`src/rtl/idle_ctl_pkg.sv`:
```
package idle_ctl_pkg;
  typedef enum logic [1:0] {
    ST_RUN   = 2'd0,
    ST_ARMED = 2'd1,
    ST_IDLE  = 2'd2
  } idle_state_e;

  localparam int SEL_BIT = 0;
endpackage

```
`src/rtl/idle_wake_detect.sv`:
```
module idle_wake_detect #(
  parameter int NIRQ = 8
) (
  input  logic [NIRQ-1:0] irq_req,
  input  logic [NIRQ-1:0] irq_en,
  output logic            wake
);
  logic [NIRQ-1:0] hit;

  genvar gi;
  generate
    for (gi = 0; gi < NIRQ; gi++) begin : g_line
      assign hit[gi] = irq_req[gi] & irq_en[gi];
    end
  endgenerate

  assign wake = |hit;
endmodule

```
`src/rtl/idle_reset_seq.sv`:
```
module idle_reset_seq (
  input  logic clk,
  input  logic rst,
  input  logic wdt_en,
  input  logic wdt_req,
  output logic sreset,
  output logic vec_load
);
  logic rst_d;

  assign sreset = rst | (wdt_en & wdt_req);

  always_ff @(posedge clk) begin
    if (sreset) begin
      rst_d    <= 1'b1;
      vec_load <= 1'b0;
    end else begin
      rst_d    <= 1'b0;
      vec_load <= rst_d;
    end
  end
endmodule

```
`src/rtl/idle_pcon_reg.sv`:
```
module idle_pcon_reg #(
  parameter int DW = 8
) (
  input  logic          clk,
  input  logic          sreset,
  input  logic          wr_stb,
  input  logic [DW-1:0] wr_data,
  input  logic          sel_clr,
  output logic [DW-1:0] q
);
  import idle_ctl_pkg::*;

  always_ff @(posedge clk) begin
    if (sreset) begin
      q <= '0;
    end else begin
      if (wr_stb) q <= wr_data;
      if (sel_clr) q[SEL_BIT] <= 1'b0;
    end
  end
endmodule

```
`src/rtl/idle_fsm.sv`:
```
module idle_fsm (
  input  logic clk,
  input  logic sreset,
  input  logic wr_set,
  input  logic wr_clr,
  input  logic retire,
  input  logic wake,
  output logic sel_clr,
  output logic halt
);
  import idle_ctl_pkg::*;

  idle_state_e st, nxt;

  always_comb begin
    nxt     = st;
    sel_clr = 1'b0;
    case (st)
      ST_RUN: begin
        if (wr_set) begin
          if (retire) begin
            if (wake) begin
              nxt     = ST_RUN;
              sel_clr = 1'b1;
            end else begin
              nxt = ST_IDLE;
            end
          end else begin
            nxt = ST_ARMED;
          end
        end
      end
      ST_ARMED: begin
        if (wr_clr) begin
          nxt = ST_RUN;
        end else if (retire) begin
          if (wake) begin
            nxt     = ST_RUN;
            sel_clr = 1'b1;
          end else begin
            nxt = ST_IDLE;
          end
        end
      end
      ST_IDLE: begin
        if (wake) begin
          nxt     = ST_RUN;
          sel_clr = 1'b1;
        end
      end
      default: nxt = ST_RUN;
    endcase
  end

  always_ff @(posedge clk) begin
    if (sreset) begin
      st   <= ST_RUN;
      halt <= 1'b0;
    end else begin
      st   <= nxt;
      halt <= (nxt == ST_IDLE);
    end
  end
endmodule

```
`src/rtl/idle_ctl.sv`:
```
module idle_ctl #(
  parameter int DW   = 8,
  parameter int NIRQ = 8
) (
  input  logic            clk,
  input  logic            rst,
  input  logic            wr_en,
  input  logic [DW-1:0]   wr_data,
  output logic [DW-1:0]   rd_data,
  input  logic            retire,
  input  logic [NIRQ-1:0] irq_req,
  input  logic [NIRQ-1:0] irq_en,
  input  logic            wdt_en,
  input  logic            wdt_req,
  output logic            cpu_halt,
  output logic            vec_load
);
  import idle_ctl_pkg::*;

  logic sreset, wake, sel_clr, wr_stb, wr_set, wr_clr;

  assign wr_stb = wr_en & ~cpu_halt;
  assign wr_set = wr_stb & wr_data[SEL_BIT];
  assign wr_clr = wr_stb & ~wr_data[SEL_BIT];

  idle_reset_seq u_rst (
    .clk(clk), .rst(rst), .wdt_en(wdt_en), .wdt_req(wdt_req),
    .sreset(sreset), .vec_load(vec_load)
  );

  idle_wake_detect #(.NIRQ(NIRQ)) u_wake (
    .irq_req(irq_req), .irq_en(irq_en), .wake(wake)
  );

  idle_fsm u_fsm (
    .clk(clk), .sreset(sreset), .wr_set(wr_set), .wr_clr(wr_clr),
    .retire(retire), .wake(wake), .sel_clr(sel_clr), .halt(cpu_halt)
  );

  idle_pcon_reg #(.DW(DW)) u_pcon (
    .clk(clk), .sreset(sreset), .wr_stb(wr_stb), .wr_data(wr_data),
    .sel_clr(sel_clr), .q(rd_data)
  );
endmodule

```
`config.mk`:
```
export PLATFORM = sky130hd
export DESIGN_NAME = idle_ctl
export DESIGN_NICKNAME = d
export VERILOG_FILES = /design/src/rtl/idle_ctl_pkg.sv /design/src/rtl/idle_wake_detect.sv /design/src/rtl/idle_reset_seq.sv /design/src/rtl/idle_pcon_reg.sv /design/src/rtl/idle_fsm.sv /design/src/rtl/idle_ctl.sv
export SDC_FILE = /design/constraint.sdc
export NUM_CORES = 1
export LEC_CHECK = 0
export ABC_AREA = 1
export ABC_CLOCK_PERIOD_IN_PS = 1100
export BUFFER_PORTS_ARGS = -buffer_cell sky130_fd_sc_hd__buf_2
export CORE_UTILIZATION = 41
export CTS_BUF_LIST = sky130_fd_sc_hd__clkbuf_2 sky130_fd_sc_hd__clkbuf_4 sky130_fd_sc_hd__clkbuf_8
export CTS_CLUSTER_SIZE = 30
export DETAILED_ROUTE_END_ITERATION = 8
export PLACE_DENSITY = 0.8
export SLEW_MARGIN = 5
export SYNTH_ARGS = -nofsm -noshare
export SYNTH_HDL_FRONTEND = slang
export SYNTH_SLANG_ARGS = --single-unit
export TNS_END_PERCENT = 50
```
`constraint.sdc`:
```
create_clock -name clk -period 1.1 [get_ports clk]
set_input_delay 0.055 -clock clk [delete_from_list [all_inputs] [get_ports clk]]
set_output_delay 0.055 -clock clk [all_outputs]
set_load 0.02 [all_outputs]
```
==> flow_summary.ini, run 1 <==
[outcome]
status = finished, final reports clean

[worst_setup_path]
slowest_stage = dfxtp_1
cp-startpoint = u_fsm.halt$_SDFF_PP0_
crit_top_cell = nand2_4
regToRegStartpoint = u_fsm.halt$_SDFF_PP0_
cp_max_fo = 9
worst-path-buf-inv = 2
crit_type = reg -> reg
start_kind = register
critPathCaptureType = register
crit_family = simple AND/OR/NAND/NOR gates
critPathRequiredTime_ns = 1.27
cpPeakStageDelay_ns = 0.33
critPathArrivalTime_ns = 1.14
crit_chain = inv_1 > nand2_4 > inv_6 > nand2_4 > nand4_4 > nand2_2 > a21oi_2

[power_and_ir_drop]
peakVddDrop_v = 0.000980
p_per_area_mw_per_mm2 = 1250
finalPower_mw = 1.02
leakage_nw = 0.443

[timing]
hold_ws_ns = 0.0231
timing.setup.tns_ns = 0
finalHoldViolCount = 0
fmax_mhz = 1030
timing.final.max_slew_violations = 0
rsz0062_at_grt = false
worst_pin_slew_ns = 0.263
maxSlewHeadroom = 0.824
setup_viol = 0
fin_crit_sh = 0.886
finalCriticalPeriod_ns = 0.974
finalClockSkew_ns = 0.00485
layout_setup_ws_ns = 0.126

[route]
antenna_left = 0
firstDrtPassIters = 4
routed-wl-met3_um = 98
wl_per_cell_um = 9.67
drt-total-wl_um = 1260
drt_iter0_drc = 6
top_layer = met4
m1WireLength_um = 540
num_vias = 612
via_per_inst = 4.71
remaining_drc_errors = 0
wl_met2_um = 607

[die]
die-height_um = 39.1
die_area_sq_mm = 0.00153
row_count = 12
initial_core_util = 0.475
dieWidth_um = 39.1
ios = 40
core-area_sq_mm = 0.00119

[yosys]
yosysTopAreaCellShare = 0.462
synth-async-reset-ratio = 0
synth_commonest_cells = nor2_1, dfxtp_1, nand2_1
synth_area_per_cell_sq_um = 7.82
synth_edf_count = 0
synthCells = 72
synth_most_common_cell = nor2_1
netlist_area_sq_um = 563
ys_ff_latch = 13
yosys_warnings = 0
synth_cell_types = 17
ys_top_cells_by_area = dfxtp_1, nor2_1, nand2_1, o21ai_0, inv_1
synth.largest_area_cell = dfxtp_1
syn-num-nets = 102
ys.flop_type = dfxtp_1
ys_seq_area_frac = 0.462

[cts]
clockBufferDepth = 2
cts.clk_slew.worst_paths_ns = 0.08
cts_tree = yes
cts_sinks = 13
cts_max_level = 1
numCtsBuffers = 3
clockRootBuffer = clkbuf_4
post_cts_buffers = 0
clock_latency_ns = 0.28

[placement]
place_ws_ns = 0.137
dp_hpwl_um = 1010
gp_congestion = 0.783
dpl_cell_area_sq_um = 776
port_buffers = 39

[final_layout]
final_net_count = 147
layout-drive-gt1-share = 0.448
fillers = 116
syn_to_final_growth_pct = 44.9
antenna_cells = 0
final_area_sq_um = 816

[grt]
grt_max_degree = 11
grtUsageTotal = 0.200
grt_pass1_vias = 515
grt_antenna_before_repair = 0
grt-ovfl-total = 0
grt_pass1_wl_um = 1990

[worst_hold_path]
hold_class = in -> reg
hp-start = wr_data[2]

[job]
drv_cap = 0
-- worst register-to-register path, cell delays in order, from the launching register on --
cell	delay [ns]
dfxtp_1	0.33
inv_1	0.06
nand2_4	0.12
inv_6	0.07
nand2_4	0.07
nand4_4	0.08
nand2_2	0.08
a21oi_2	0.04
-- path summary, 6_finish.rpt --
path	cells past startpoint	to	slack (ns)
worst min register to register	2	u_rst.vec_load$_SDFF_PP0_	0.41
worst max register to register	7	u_pcon.q[0]$_SDFFE_PP0N_	0.13
worst max-delay path	7	u_pcon.q[0]$_SDFFE_PP0N_	0.13
worst min-delay path	3	u_pcon.q[2]$_SDFFE_PP0N_	0.02
-- metrics by stage --
step	util	cells
2_1_floorplan	-	72
3_3_place_gp	0.654	125
3_5_place_dp	0.654	125
4_1_cts	0.688	130
5_1_grt	0.688	130
6_report	0.688	130
-- sequential cells by signal, indices dropped and copies added (netlist names) --
| name | cells |
|---|---|
| u_fsm.st | 2 |
| u_fsm.halt | 1 |
| u_pcon.q | 8 |
| u_rst.vec_load | 1 |
| u_rst.rst_d | 1 |
-- where the power goes --
part           total, mW  switching [mW]  internal, mW  leakage (nW)
logic              0.197           0.110        0.0870         0.317
registers          0.505         0.00984         0.495         0.107
clock network      0.320           0.155         0.166        0.0184
total               1.02           0.275         0.748         0.443
-- what timing repair did --
item	CTS	global route
hold buffers	1	0
endpoints found under the hold margin	1	0
gates resized for setup	0	0
-- area by class of cell --
cell class | count | area, sq um | share of cell area
Timing Repair Buffer | 40 | 205 | 0.252
Tap cell | 14 | 17.5 | 0.0215
Clock buffer | 4 | 30.0 | 0.0368
Multi-Input combinational cell | 51 | 268 | 0.328
Inverter | 8 | 35.0 | 0.0429
Sequential cell | 13 | 260 | 0.319
-- kinds of logic after synthesis --
logic type,after synthesis,share of synthesized area
simple gates,38,0.329
flops,13,0.462
compound gates,13,0.147
buf+inv,8,0.0622
-- placed cells by master (no fill, tap or decap), drive strengths merged --
cell type    instances
buf                 39
nor2                17
nand2               17
dfxtp               13
inv                  8
o21ai                7
a21oi                5
clkbuf               4
nand4                2
o211ai               1
nand3                1
nor3                 1
dlygate4sd3          1
-- metal layers --
metal / vias up / global-route usage
met4: 0 / 0.0776
li1: 317 / -
met2: 22 / 0.325
met3: 4 / 0.104
met1: 269 / 0.217
met5: - / 0
Note: power is estimated with default switching activity, not from simulation.
==> run 2, diff against run 1 <==
--- a/config.mk
+++ b/config.mk
@@ -6,13 +6,14 @@
 export NUM_CORES = 1
 export LEC_CHECK = 0
 export ABC_AREA = 1
-export ABC_CLOCK_PERIOD_IN_PS = 1100
+export ABC_CLOCK_PERIOD_IN_PS = 1150
 export BUFFER_PORTS_ARGS = -buffer_cell sky130_fd_sc_hd__buf_2
-export CORE_UTILIZATION = 41
+export CORE_AREA = 2 2 39 41
 export CTS_BUF_LIST = sky130_fd_sc_hd__clkbuf_2 sky130_fd_sc_hd__clkbuf_4 sky130_fd_sc_hd__clkbuf_8
 export CTS_CLUSTER_SIZE = 30
 export DETAILED_ROUTE_END_ITERATION = 8
-export PLACE_DENSITY = 0.8
+export DIE_AREA = 0 0 41 43
+export PLACE_DENSITY = 0.82
 export SLEW_MARGIN = 5
 export SYNTH_ARGS = -nofsm -noshare
 export SYNTH_HDL_FRONTEND = slang
==> constraint.sdc (replaced) <==
create_clock -name clk -period 1.15 [get_ports clk]
set_input_delay 0.0575 -clock clk [delete_from_list [all_inputs] [get_ports clk]]
set_output_delay 0.0575 -clock clk [all_outputs]
set_load 0.02 [all_outputs]
==> run 2 against run 1 <==
Effect of this change:
- design area grew 0.31%
- sequential cell count is the same
- sequential power shrank 4.2%
- largest power group unchanged
- critical endpoint is now u_fsm.halt$_SDFF_PP0_
==> flow_summary.ini, run 2 (same netlist as run 1, synthesis figures left out) <==
[die]
die_area_sq_mm = 0.00176
die-height_um = 43
row_count = 14
ios = 40
core-area_sq_mm = 0.00138
dieWidth_um = 41
initial_core_util = 0.407

[grt]
grtUsageTotal = 0.140
grt_max_degree = 11
grt_antenna_before_repair = 0
grt_pass1_wl_um = 1730
grt_pass1_vias = 469
grt-ovfl-total = 0

[worst_setup_path]
crit_chain = inv_1 > nand2_4 > inv_6 > nand2_4 > nand4_4 > a21oi_1
critPathCaptureType = register
cp_max_fo = 9
crit_type = reg -> reg
worst-path-buf-inv = 2
rr_worst_depth = 6
critPathArrivalTime_ns = 1.15
crit_family = flip-flops
cpPeakStageDelay_ns = 0.32
slowest_stage = dfxtp_1
regToRegStartpoint = u_fsm.halt$_SDFF_PP0_
critPathRequiredTime_ns = 1.35
r2r-end = u_fsm.halt$_SDFF_PP0_
reg2reg_slack_ns = 0.20
start_kind = register
crit_top_cell = nand2_4

[power_and_ir_drop]
finalPower_mw = 0.969
p_sw_mw = 0.254
combPwrFrac = 0.191
leakage_nw = 0.443
peakVddDrop_v = 0.000700
sequentialPowerShare = 0.499
clockPowerShare = 0.310
swShare = 0.262
p_per_area_mw_per_mm2 = 1180
intPower_mw = 0.715

[route]
wl_per_cell_um = 8.54
firstDrtPassIters = 4
num_vias = 600
via_per_inst = 4.55
drt_iter0_drc = 9
drt-total-wl_um = 1130
antenna_left = 0
remaining_drc_errors = 0

[timing]
rsz0062_at_grt = false
timing.final.max_slew_violations = 0
hold_ws_ns = 0.0333
worst_pin_slew_ns = 0.259
maxSlewHeadroom = 0.827
finalCriticalPeriod_ns = 0.950
fin_crit_sh = 0.826
timing.setup.tns_ns = 0
layout_setup_ws_ns = 0.200
setup_viol = 0
finalClockSkew_ns = 0.000924
finalHoldViolCount = 0
fmax_mhz = 1050

[placement]
place_ws_ns = 0.202
placed_cells = 127
dp_hpwl_um = 938
gp_congestion = 0.726
dpl_cell_area_sq_um = 778
port_buffers = 39

[cts]
numCtsBuffers = 3
cts_max_level = 1
cts_tree = yes
cts_sinks = 13
clock_latency_ns = 0.27
clockBufferDepth = 2
clockRootBuffer = clkbuf_4
post_cts_resized = 0
cts.clk_slew.worst_paths_ns = 0.08

[final_layout]
multi_input_area_sq_um = 268
syn_to_final_growth_pct = 45.3
layout_commonest_cell = buf_2
reg_top3 = u_pcon.q: 8 flops, u_fsm.st: 2 flops
top_register = u_pcon.q
final_cell_mix = buf_2, nor2_1, nand2_1, dfxtp_1, o21ai_0
final_net_count = 147
seqCellArea_sq_um = 260
final_core_util = 0.591
final_area_sq_um = 818
layout-drive-gt1-share = 0.448
largest_reg_flops = 8
fillers = 140
antenna_cells = 0
final_cells = 132

[worst_hold_path]
holdPathStages = 3
holdPathEnd = u_pcon.q[1]$_SDFFE_PP0N_
hp-start = wr_data[1]
hold_class = in -> reg

[job]
drv_cap = 0

[outcome]
status = finished, final reports clean
-- run 2: worst max path at each step --
stage	start	endpoint	slack, ns	cells past startpoint
after detailed placement	u_fsm.halt$_SDFF_PP0_	u_fsm.st[1]$_SDFF_PP0_	0.20	6
after global placement	u_fsm.halt$_SDFF_PP0_	u_pcon.q[0]$_SDFFE_PP0N_	0.23	7
final	u_fsm.halt$_SDFF_PP0_	u_fsm.halt$_SDFF_PP0_	0.20	6
after floorplan	u_fsm.halt$_SDFF_PP0_	u_pcon.q[0]$_SDFFE_PP0N_	0.09	7
after CTS	u_fsm.halt$_SDFF_PP0_	u_fsm.st[1]$_SDFF_PP0_	0.18	6
after global routing	u_fsm.halt$_SDFF_PP0_	u_fsm.halt$_SDFF_PP0_	0.09	6
-- run 2: layout make-up --
| class | instances | share of cell area |
|---|---|---|
| Clock buffer | 4 | 0.0367 |
| Inverter | 8 | 0.0428 |
| Multi-Input combinational cell | 51 | 0.327 |
| Sequential cell | 13 | 0.318 |
| Tap cell | 16 | 0.0245 |
| Timing Repair Buffer | 40 | 0.251 |
-- run 2: worst reg2reg max path: cells and delay by family, from the launching register on --
kind                   cells  cell delay (ns)
and+or+nand+nor            3             0.26
AOI/OAI and AO/OA          1             0.17
DFF                        1             0.32
buffers and inverters      2             0.12
-- run 2: metal layers --
layer | vias to the layer above | routed length, um | share of wire | track usage
met3 | 2 | 122 | 0.11 | 0.0524
met1 | 254 | 477 | 0.42 | 0.160
li1 | 317 | - | - | -
met5 | - | 0 | 0 | 0
met2 | 27 | 512 | 0.45 | 0.225
met4 | 0 | 14 | 0.012 | 0.0533
-- run 2: timing repair --
action                    CTS  global route
hold endpoints to repair    1             0
hold buffers                1             0
setup buffers               0             0
-- run 2: power by group through the flow --
stage	combinational, mW	clock [mW]	sequential [mW]
finish	0.185	0.300	0.484
global route	0.208	0.323	0.488
CTS	0.188	0.305	0.484
detailed placement	0.184	0	0.495
global placement	0.181	0	0.494
floorplan	0.0768	0	0.520
==> run 3, diff against run 2 <==
--- a/config.mk
+++ b/config.mk
@@ -6,14 +6,13 @@
 export NUM_CORES = 1
 export LEC_CHECK = 0
 export ABC_AREA = 1
-export ABC_CLOCK_PERIOD_IN_PS = 1150
+export ABC_CLOCK_PERIOD_IN_PS = 900
 export BUFFER_PORTS_ARGS = -buffer_cell sky130_fd_sc_hd__buf_2
-export CORE_AREA = 2 2 39 41
+export CORE_UTILIZATION = 41
 export CTS_BUF_LIST = sky130_fd_sc_hd__clkbuf_2 sky130_fd_sc_hd__clkbuf_4 sky130_fd_sc_hd__clkbuf_8
 export CTS_CLUSTER_SIZE = 30
 export DETAILED_ROUTE_END_ITERATION = 8
-export DIE_AREA = 0 0 41 43
-export PLACE_DENSITY = 0.82
+export PLACE_DENSITY = 0.8
 export SLEW_MARGIN = 5
 export SYNTH_ARGS = -nofsm -noshare
 export SYNTH_HDL_FRONTEND = slang
==> constraint.sdc (replaced) <==
create_clock -name clk -period 0.9 [get_ports clk]
set_input_delay 0.045 -clock clk [delete_from_list [all_inputs] [get_ports clk]]
set_output_delay 0.045 -clock clk [all_outputs]
set_load 0.02 [all_outputs]
==> run 3 against run 2 <==
Effect of this change:
- the run now ends with setup timing left
- critical path depth is 1 higher
- register-to-register slack worse by 0.25 ns
- first-iteration DRC count is 22% lower
==> flow_summary.ini, run 3 (same netlist as run 1, synthesis figures left out) <==
[worst_setup_path]
crit_top_cell = nand2_4
r2r-end = u_pcon.q[0]$_SDFFE_PP0N_
cp_max_fo = 7
critPathArrivalTime_ns = 1.12
crit_chain = inv_2 > nand2_4 > inv_6 > nand2_4 > nand4_4 > nand2_2 > a21oi_2
crit_type = reg -> reg
start_kind = register
slowest_stage = dfxtp_4
reg2reg_slack_ns = -0.05
critPathRequiredTime_ns = 1.07
regToRegStartpoint = u_fsm.halt$_SDFF_PP0_
cp-startpoint = u_fsm.halt$_SDFF_PP0_
cpPeakStageDelay_ns = 0.35
critPathCaptureType = register
rr_worst_depth = 7

[grt]
grt_util_met1 = 0.209
grt_pass1_vias = 657
use_met3 = 0.0925
top_usage_layer = met2
grtUsageTotal = 0.249
grt_pass1_wl_um = 2480
grtUsageMet2 = 0.500
grt-ovfl-total = 0
grt_max_degree = 11
grt_antenna_before_repair = 0

[die]
initial_core_util = 0.475
dieWidth_um = 39.1
die-height_um = 39.1
core-area_sq_mm = 0.00119
ios = 40
row_count = 12
die_area_sq_mm = 0.00153

[route]
drt_iter0_drc = 7
num_vias = 640
drt-total-wl_um = 1480
wl_per_cell_um = 10.9
remaining_drc_errors = 0
firstDrtPassIters = 4
via_per_inst = 4.74
antenna_left = 0

[worst_hold_path]
holdPathEnd = u_pcon.q[7]$_SDFFE_PP0N_
hp-start = wr_data[7]
holdPathStages = 3
hold_class = in -> reg

[power_and_ir_drop]
p_sw_mw = 0.359
sequentialPowerShare = 0.476
clockPowerShare = 0.303
combPwrFrac = 0.222
intPower_mw = 0.939
peakVddDrop_v = 0.000916
p_per_area_mw_per_mm2 = 1430
swShare = 0.277
leakage_nw = 0.476

[timing]
finalClockSkew_ns = 0.000433
fin_crit_sh = 1.05
timing.setup.tns_ns = -0.0876
rsz0062_at_grt = true
layout_setup_ws_ns = -0.0469
setup_viol = 4
fmax_mhz = 1060
finalCriticalPeriod_ns = 0.947
worst_pin_slew_ns = 0.334
finalHoldViolCount = 0
timing.final.max_slew_violations = 0
maxSlewHeadroom = 0.777

[placement]
gp_congestion = 0.691
dp_hpwl_um = 1090
placed_cells = 126
port_buffers = 39

[cts]
clock_latency_ns = 0.28
cts_max_level = 1
clockBufferDepth = 2
cts_sinks = 13
cts.clk_slew.worst_paths_ns = 0.08
numCtsBuffers = 3
cts_tree = yes
clockRootBuffer = clkbuf_4

[final_layout]
final_cells = 135
final_net_count = 152
reg_top3 = u_pcon.q: 8 flops, u_fsm.st: 2 flops
layout-drive-gt1-share = 0.570
layout_commonest_cell = buf_2
syn_to_final_growth_pct = 61.6
final_cell_mix = buf_2, nor2_1, nand2_1, dfxtp_1, inv_1
antenna_cells = 0
top_register = u_pcon.q
largest_reg_flops = 8

[outcome]
status = finished, violations left
violations = setup timing

[job]
drv_cap = 0
==> run 3: cell types whose count changed in the layout (fill, tap and decap cells not counted), sizes merged <==
cell         delta
buf             +4
dlygate4sd3     +1
==> run 3: per-layer routing <==
layer  up-vias  part of all wire
met5         -                 0
met4         0             0.017
met3         5             0.040
met2        19              0.58
met1       286              0.36
li1        330                 -
==> run 3: final cells by class <==
cell class	count	area, sq um
fillers	94	277
well taps	14	17.5
inverters	8	35.0
clock buffers	4	30.0
flip-flops and latches	13	264
multi-input cells	51	305
repair buffers	45	258
==> run 3: timing repair <==
item,CTS,global route
endpoints found under the setup margin,9,9
pin swaps,2,2
gates resized for setup,1,15
hold endpoints to repair,1,1
buffers inserted,2,1
hold buffers,1,1
==> run 3: how the worst max path moves through the flow <==
| stage | endpoint | slack [ns] | cells past startpoint |
|---|---|---|---|
| final | u_pcon.q[0]$_SDFFE_PP0N_ | -0.05 | 7 |
| after global routing | u_pcon.q[0]$_SDFFE_PP0N_ | -0.10 | 7 |
| after CTS | u_fsm.halt$_SDFF_PP0_ | -0.05 | 6 |
| after detailed placement | u_fsm.st[1]$_SDFF_PP0_ | -0.05 | 6 |
| after global placement | u_pcon.q[0]$_SDFFE_PP0N_ | -0.01 | 7 |
| after floorplan | u_pcon.q[0]$_SDFFE_PP0N_ | -0.04 | 7 |
==> run 3: power by group through the flow <==
stage | Sequential (mW) | Combinational, mW | Clock [mW]
2_1_floorplan | 0.661 | 0.0976 | 0
3_3_place_gp | 0.628 | 0.243 | 0
3_5_place_dp | 0.629 | 0.249 | 0
4_1_cts | 0.616 | 0.263 | 0.404
5_1_grt | 0.621 | 0.320 | 0.440
6_report | 0.618 | 0.288 | 0.393
==> run 3: worst max-delay path: cells and delay by family, from the launching register on <==
| kind | cells | cell delay, ns |
|---|---|---|
| simple gates | 4 | 0.35 |
| flops | 1 | 0.35 |
| buf+inv | 2 | 0.10 |
| compound gates | 1 | 0.04 |
==> run 3: per-stage QoR <==
| step | power, mW | setup slack, ns | hold slack, ns | util | area, sq um |
|---|---|---|---|---|---|
| final | 1.30 | -0.0469 | 0.00779 | 0.767 | 910 |
| after global routing | 1.38 | -0.105 | 0.00635 | 0.767 | 910 |
| after CTS | 1.28 | -0.0494 | 0.0123 | 0.724 | 858 |
| after detailed placement | 0.878 | -0.0500 | 0.270 | 0.674 | 800 |
| after global placement | 0.871 | -0.0133 | 0.263 | 0.674 | 800 |
| after floorplan | 0.759 | -0.0398 | 0.122 | - | 567 |
